### config.mk
export PLATFORM = sky130hd
export DESIGN_NAME = usb_irq_flags
export DESIGN_NICKNAME = d
export VERILOG_FILES = /design/src/rtl/usb_irq_flags.sv
export SDC_FILE = /design/constraint.sdc
export NUM_CORES = 1
export LEC_CHECK = 0
export ABC_AREA = 1
export BUFFER_PORTS_ARGS = -buffer_cell sky130_fd_sc_hd__buf_4
export CAP_MARGIN = 20
export CORE_MARGIN = 2
export CORE_UTILIZATION = 50
export CTS_CLUSTER_DIAMETER = 40
export DETAILED_ROUTE_END_ITERATION = 10
export PLACE_DENSITY = 0.76
export SLEW_MARGIN = 20
export SYNTH_ARGS = -nofsm -noshare
export SYNTH_HDL_FRONTEND = slang
export SYNTH_SLANG_ARGS = --single-unit
### constraint.sdc
create_clock -name clk -period 1.05 [get_ports clk]
set_input_delay 0.21 -clock clk [delete_from_list [all_inputs] [get_ports clk]]
set_output_delay 0.21 -clock clk [all_outputs]
set_load 0.05 [all_outputs]
### src/rtl/usb_irq_flags.sv
module usb_irq_flags #(
  parameter int SYNC_STAGES = 2
) (
  input  logic       clk,
  input  logic       rst_n,
  input  logic       wr_en,
  input  logic [1:0] sel,
  input  logic [7:0] wdata,
  output logic [7:0] rdata,
  input  logic       ev_xfer_req,
  input  logic       ev_tx_done,
  input  logic       vbus_raw,
  input  logic       ev_suspend,
  input  logic       ev_resume,
  input  logic       ev_bus_reset,
  input  logic       suspend_mode,
  input  logic       cfg_valid_in,
  output logic       irq
);
  localparam int EP_N = 3;
  localparam int PM_N = 2;
  localparam int CFG_BIT = 5;

  logic [SYNC_STAGES:0] vb_q;
  logic [EP_N-1:0] ep_flags, ep_set;
  logic [PM_N-1:0] pm_flags, pm_set;
  logic [7:0] en_ep, en_pm;
  logic cfg_q;
  logic vbus_edge;

  assign vbus_edge = vb_q[SYNC_STAGES] ^ vb_q[SYNC_STAGES-1];
  assign ep_set = {vbus_edge, ev_tx_done, ev_xfer_req};
  assign pm_set = {suspend_mode & (ev_resume | ev_bus_reset), suspend_mode & ev_suspend};

  always_ff @(posedge clk) begin
    if (!rst_n) begin
      vb_q     <= '0;
      ep_flags <= '0;
      pm_flags <= '0;
      en_ep    <= '0;
      en_pm    <= '0;
      cfg_q    <= 1'b1;
      irq      <= 1'b0;
    end else begin
      vb_q     <= {vb_q[SYNC_STAGES-1:0], vbus_raw};
      cfg_q    <= cfg_valid_in;
      ep_flags <= ((wr_en && sel == 2'd0) ? (ep_flags & wdata[EP_N-1:0]) : ep_flags) | ep_set;
      pm_flags <= ((wr_en && sel == 2'd1) ? (pm_flags & wdata[PM_N-1:0]) : pm_flags) | pm_set;
      if (wr_en && sel == 2'd2) en_ep <= wdata;
      if (wr_en && sel == 2'd3) en_pm <= wdata;
      irq <= |(ep_flags & en_ep[EP_N-1:0]) | |(pm_flags & en_pm[PM_N-1:0]);
    end
  end

  always_comb begin
    rdata = '0;
    case (sel)
      2'd0: rdata[EP_N-1:0] = ep_flags;
      2'd1: begin
        rdata[PM_N-1:0] = pm_flags;
        rdata[CFG_BIT]  = cfg_q;
      end
      2'd2: rdata = en_ep;
      default: rdata = en_pm;
    endcase
  end
endmodule

# [After elaboration in Yosys (flattened, before gate mapping)]
# Cells that the tools add are included.
[totals] in_bits=21 ff_bits=26 output_inout_bits=9 elab_cells=36
[op_classes] bitwise_logic=11 muxes=7 eq_ne=3 n_reduce_logical=8
[op_table] operator="one-hot mux 2 bit (2 select lines)" count=2
[op_table] operator="AND 3 bit" count=2
[op_table] operator="one-hot mux 1 bit (3 select lines)" count=2
[op_table] operator="one-hot mux 2 bit (3 select lines)" count=1
[op_table] operator="AND 2 bit" count=2
[op_table] operator="== test 2 bit, second input constant" count=2
[op_table] operator="logical AND 1 bit" count=4
[op_table] operator="OR reduction 2 bit" count=2
[op_table] operator="two-way mux 3 bit" count=1
[op_table] operator="bitwise OR 3 bit" count=1
[op_table] operator="OR reduction 3 bit" count=1
[op_table] operator="AND 1 bit" count=2
[op_table] operator="== test 2 x 1 -> 1 bit, second input constant" count=1
[op_table] operator="zero test 2 bit" count=1
[op_table] operator="two-way mux 2 bit" count=1
[op_table] operator="bitwise OR 1 bit" count=2
[op_table] operator="bitwise OR 2 bit" count=1
[op_table] operator="XOR 1 bit" count=1

# [Logic depth before layout (Yosys ltp)]
# Gate-level depths: netlist (run 1).
[logic_depth] word_depth=4 mapped_depth=6 mapped_depth_nobuf=6

# [Worst setup path after synthesis (run 1)]
# OpenSTA, ideal clock, no wires.
[synth_path] kind="input to output" startpoint="input port sel[0]" endpoint="output port rdata[0]" arrival_time_ps=990 required_time_ps=840 n_path_buf=0 path_slack_ps=-150 cell_stages=5 path_cell_list="inv_1 > nand2_1 > inv_1 > nand2_1 > nand4_1"
[synth_via] elab_chain_cells=2 elab_cells_between_ends=4 classes_between="2 x eq/ne; 1 x mux; 1 x reduce/logical"
[synth_rtl] item="from (decl)" line="7" rtl="input logic [1:0] sel,"
[synth_rtl] item="== test 2 bit (tied with other cells)" line="57" rtl="case (sel)"
[synth_rtl] item="one-hot mux 2 bit (3 select lines) *" line="57"
[synth_rtl] item="to (decl)" line="9" rtl="output logic [7:0] rdata,"
# Every way passes the cells marked *; elsewhere a longest branch is shown, timed or not.

# [Worst setup path after layout (run 1)]
[layout_path] startpoint="register en_pm[0]" endpoint="output port rdata[0]"
[layout_via] elab_chain_cells=1
[layout_rtl] item="from (decl)" line="27" rtl="logic [7:0] en_ep, en_pm;"
[layout_rtl] item="from (signal assigned)" line="50" rtl="if (wr_en && sel == 2'd3) en_pm <= wdata;"
[layout_rtl] item="one-hot mux 2 bit (3 select lines)" line="57"
# No other way between the ends.

==> out/metrics.yaml, run 1 <==
outcome: "finished, violations left"
violations: "negative setup slack"
synth_most_common_cell: "nand2_1"
min_path_type: "primary input to register"
ctsLongestPathBuffers: 2
critPathLaunchType: "register"
ys_warn_count: 0
dpl.hpwl_mm: 1.87
async_reset_ff_frac: 0
cp_cell_sequence: "nand2_1, nand4_1, buf_6"
synth_common_cells: "32 x nand2_1, 27 x nor2_1, 26 x dfxtp_1"
final_cell_area_sq_mm: 0.00165
drc_errors: 0
path_depth: 3
drtPass1Iterations: 4
critPathMaxStageDelay_ps: 350
num_rows: 17
grt_pass1_wl_mm: 4.98
antenna_found_initial: 0
fin_crit_ps: 1260
placed_cell_area_sq_mm: 0.00144
synth_edf_count: 0
synthCells: 155
gp_congestion: 0.800
synth_seq_cells: 26
fin_crit_sh: 1.20
crit_slowest_cell: "dfxtp_2"
critical-path-top-delay-family: "flip-flops"
diodes: 0
final_util: 0.760
crit_fanout: 3
clkTransAtPathRegs_ps: 150
drt.antenna.violating_nets: 0
path_buf_inv: 1
syn_area_per_cell_sq_um: 7.27
synth.top_cell.area_share: 0.462
worst_slew_pin_slew_ps: 325
wl_per_cell_um: 13.2
grt_start_max_net_pins: 22
cts_tree: "done"
synth-seq-area-share: 0.462
syn_to_final_growth_pct: 46.3
num-fill-cells: 164
rr_worst_depth: 7
required_ps: 840
io-pin-count: 30
fmax_mhz: 794
synth_nets: 176
relSlewSlack: 0.783
vias: 1198
drt_iter0_drc: 48
overflow: 0
die-area_sq_mm: 0.00265
hold_viol: 0
layout.nets: 219
yosysTopAreaCell: "dfxtp_1"
fin_worst_skew_ps: 11.4
coreArea_sq_mm: 0.00217
insertion_delay_ps: 320
cap_violations: 0
routed_wl_mm: 2.97
htreeDepth: 1
worst_slack_ps: -209
initial_core_util: 0.520
fp.dieW_um: 51.5
end_kind: "output port"
worstPathArrival_ps: 1050
setup-violations-final: 8
crit_type: "register to output port"
cts_root_buffer: "clkbuf_4"
rsz0062_at_grt: "yes"
grt_pass1_vias: 1176
grt_usage: 0.245
report.final.slew_viol_count: 0
ys.flop_type: "dfxtp_1"
io_buffer_count: 29
viasPerCell: 5.32
cts_buffers: 3
p_per_area_mw_per_mm2: 1340
syn_area_sq_mm: 0.00113
synth.area.top_cells: "dfxtp_1 46%, nand2_1 11%, nor2_1 9.0%"
chipHeight_um: 51.5
whs_path_depth: 3
drive_gt1_frac: 0.431
irDropWorstVdd_mv: 0.892
p_leak_uw: 0.000801
synthDistinctLibCells: 22
cts_sinks: 26
routing by layer:
layer,vias up,global-route usage,part of all wire
met5,-,0,0
met4,0,0.0702,0.0084
met3,6,0.0526,0.071
met2,54,0.402,0.47
met1,551,0.323,0.45
li1,587,-,-
area by class of cell:
| class | instances | area, sq um | share of cell area |
|---|---|---|---|
| timing repair buffer | 41 | 353 | 0.214 |
| clock buffer | 3 | 22.5 | 0.0137 |
| inverter | 17 | 86.3 | 0.0524 |
| tap | 28 | 35.0 | 0.0212 |
| sequential | 26 | 544 | 0.330 |
| clock inverter | 1 | 30.0 | 0.0182 |
| multi-input combinational | 109 | 578 | 0.351 |
sequential cells by signal (all words and copies together), names as in the netlist:
register,cells
ep_flags,3
irq,1
vb_q,3
en_pm,8
pm_flags,2
cfg_q,1
en_ep,8
where the power goes:
| part | internal (uW) | switching [uW] |
|---|---|---|
| clock network | 386 | 292 |
| registers | 1050 | 32.2 |
| logic | 189 | 253 |
| total | 1620 | 578 |
layout by cell type (no fill, tap or decap), drive strengths merged:
cell type and n:
nor3 5, or2 1, buf 41, nor2 29, o21ai 17, dfxtp 26, inv 17, xnor2 1
nand3 11, bufinv 1, nand2 33, a21oi 6, clkbuf 3, a22o 4, nand4 2
kinds of logic after synthesis:
group | synth area share
compound gates | 0.140
xor+xnor | 0.00777
buf+inv | 0.0766
flops | 0.462
simple gates | 0.314
through the flow:
stage / total power (uW) / hold WS (ps) / worst slack, ps / std cells / TNS (ps)
6_report: 2200 / 62.4 / -209 / 225 / -1360
5_1_grt: 2290 / 41.1 / -239 / 225 / -1740
4_1_cts: 2190 / 62.9 / -201 / 225 / -1350
3_5_place_dp: 1470 / 403 / -189 / 213 / -940
3_3_place_gp: 1460 / 398 / -155 / 213 / -894
2_1_floorplan: 1310 / 308 / -28.3 / 155 / -49.5
worst min-delay path: cells and delay by family:
kind	cells	cell delay (ps)
simple gates	1	40
buf+inv	2	120
path summary, 6_finish.rpt:
| kind | startpoint | end | slack [ps] |
|---|---|---|---|
| setup reg to reg | pm_flags[1]$_SDFF_PN0_ | pm_flags[1]$_SDFF_PN0_ | 120 |
| hold reg to reg | vb_q[0]$_SDFF_PN0_ | vb_q[1]$_SDFF_PN0_ | 430 |
| setup / recovery | en_pm[0]$_SDFFE_PN0P_ | rdata[0] | -210 |
| hold / removal | vbus_raw | vb_q[0]$_SDFF_PN0_ | 60 |
repair_timing:
action | CTS | global route
gates resized for setup | 33 | 6
setup buffers | 8 | 0
pin swaps | 9 | 2
hold buffers | 0 | 0
setup endpoints to repair | 9 | 9
hold endpoints to repair | 0 | 0
Note: power is estimated with default switching activity, not from simulation.
==> run 2: changes to the inputs <==
Settings changed: CORE_ASPECT_RATIO from default to 1.25.
==> run 2 against run 1 <==
The flow still finishes with violations (negative setup slack). Sequential share of layout area fell by 0.42 points. Non-clock buffer count rose by 3. Final cell count rose by 2.7%. Clock power rose by 2%. Hold slack improved by 3.1 ps. Critical endpoint is now rdata[1]. Highest routed layer unchanged.
==> out/metrics.yaml, run 2 (synthesized netlist as in run 1, its figures left out) <==
critPathLaunchType: "register"
cts_root_buffer: "clkbuf_4"
wl_per_cell_um: 12.3  # -6.9%
grt_pass1_wl_mm: 4.59  # -7.9%
min_path_type: "primary input to register"
outcome: "finished, violations left"
clkTransAtPathRegs_ps: 150  # about the same
p_per_area_mw_per_mm2: 1330  # -0.60%
worstPathArrival_ps: 1040  # about the same
crit_type: "register to output port"
r2r-end: "pm_flags[1]$_SDFF_PN0_"
rsz0062_at_grt: "yes"
worst_slack_ps: -205  # +3.92 ps
die-area_sq_mm: 0.00265  # about the same
worst_slew_pin_slew_ps: 186  # -139 ps
diodes: 0  # unchanged
report.final.slew_viol_count: 0  # unchanged
fin_worst_skew_ps: 10.4  # -1.02 ps
final_cell_area_sq_mm: 0.00167  # +1.3%
cts_hold_buf: 0  # unchanged
whs_path_depth: 3  # unchanged
final_cells: 231  # +2.7%
io_buffer_count: 29  # unchanged
grt_usage: 0.230  # -0.0156
grt_start_max_net_pins: 16  # -27%
hold_path_end: "vb_q[0]$_SDFF_PN0_"
chipHeight_um: 57.1  # +11%
rr_worst_depth: 7  # unchanged
cts_sinks: 26  # unchanged
cap_violations: 0  # unchanged
initial_core_util: 0.521  # +0.00150
end_kind: "output port"
p_leak_uw: 0.000811  # +1.3%
overflow: 0  # unchanged
ctsLongestPathBuffers: 2  # unchanged
coreArea_sq_mm: 0.00216  # -0.29%
largestRegisters: "en_ep x8, en_pm x8"
placedCellCount: 221  # +3.8%
cts_tree: "done"
fin_tns_setup_ps: -1380  # -17.4 ps
hold_viol: 0  # unchanged
io-pin-count: 30  # unchanged
irDropWorstVdd_mv: 1.10  # +24%
drt_iter0_drc: 30  # -38%
drive_gt1_frac: 0.415  # -0.0165
routed_wl_mm: 2.84  # -4.4%
fin_crit_sh: 1.20  # -0.00373
gp_congestion: 0.858  # +7.2%
antenna_found_initial: 0  # unchanged
critPathLaunch: "en_pm[1]$_SDFFE_PN0P_"
ff2ff_setup_slack_ps: 90  # -30 ps
grt_pass1_vias: 1116  # -5.1%
required_ps: 840  # about the same
crit_fanout: 3  # unchanged
fin_crit_ps: 1250  # -3.92 ps
syn_to_final_growth_pct: 48.2
viasPerCell: 5.18  # -2.7%
drtPass1Iterations: 4  # unchanged
drc_errors: 0  # unchanged
dpl.hpwl_mm: 1.98  # +5.9%
layout.nets: 222  # +1.4%
insertion_delay_ps: 320  # about the same
drt.antenna.violating_nets: 0  # unchanged
num_rows: 19  # +2
fmax_mhz: 797  # +0.31%
fp.dieW_um: 46.5  # -9.7%
setup-violations-final: 8  # unchanged
final_common_cell: "buf_4"
final_cell_mix: "34 x buf_4, 30 x nand2_1, 25 x nor2_1, 19 x dfxtp_2, 13 x o21ai_0"
vias: 1197  # -0.083%
relSlewSlack: 0.875  # +0.0920
final_util: 0.772  # +0.0120
violations: "negative setup slack"
placed_cell_area_sq_mm: 0.00149  # +3.7%
worstHoldStart: "vbus_raw"
r2r-start: "pm_flags[1]$_SDFF_PN0_"
htreeDepth: 1  # unchanged
cts_buffers: 3  # unchanged
[run 2: worst max path at each step]
stage | to | slack, ps
floorplan | rdata[0] | -30
global placement | rdata[0] | -160
detailed placement | rdata[2] | -160
CTS | rdata[3] | -190
global route | rdata[1] | -250
finish | rdata[1] | -200
[run 2: worst max-delay path: stages, from the launching register on]
cell and delay, ps:
dfxtp_2 380, nand2_1 70, nand4_1 100, buf_6 160
[run 2: stage by stage]
| step | hold slack [ps] | total power (uW) | setup slack, ps |
|---|---|---|---|
| 3_3_place_gp | 394 | 1480 | -163 |
| 3_5_place_dp | 403 | 1490 | -164 |
| 5_1_grt | 57.7 | 2290 | -246 |
| 4_1_cts | 62.5 | 2200 | -191 |
| 2_1_floorplan | 308 | 1310 | -28.3 |
| 6_report | 65.5 | 2220 | -205 |
[run 2: report_power, final]
group | switching (uW) | internal (uW)
registers | 31.0 | 1050
logic | 249 | 194
clock network | 308 | 386
[run 2: cell type report]
type / count / area [sq um]
inverters: 17 / 86.3
clock inverters: 1 / 30.0
clock buffers: 3 / 22.5
flip-flops and latches: 26 / 544
well taps: 31 / 38.8
fillers: 153 / 493
repair buffers: 44 / 380
multi-input cells: 109 / 568
[run 2: layer usage]
| metal | share of wire | global-route usage | vias to the layer above |
|---|---|---|---|
| met5 | 0 | 0 | - |
| met4 | 0.010 | 0.0857 | 0 |
| li1 | - | - | 595 |
| met2 | 0.52 | 0.379 | 52 |
| met3 | 0.049 | 0.0316 | 4 |
| met1 | 0.42 | 0.295 | 546 |
[run 2: what timing repair did]
item | CTS | global route
gates resized for setup | 27 | 6
pin swaps | 9 | 3
setup buffers | 4 | 2
setup endpoints to repair | 9 | 9
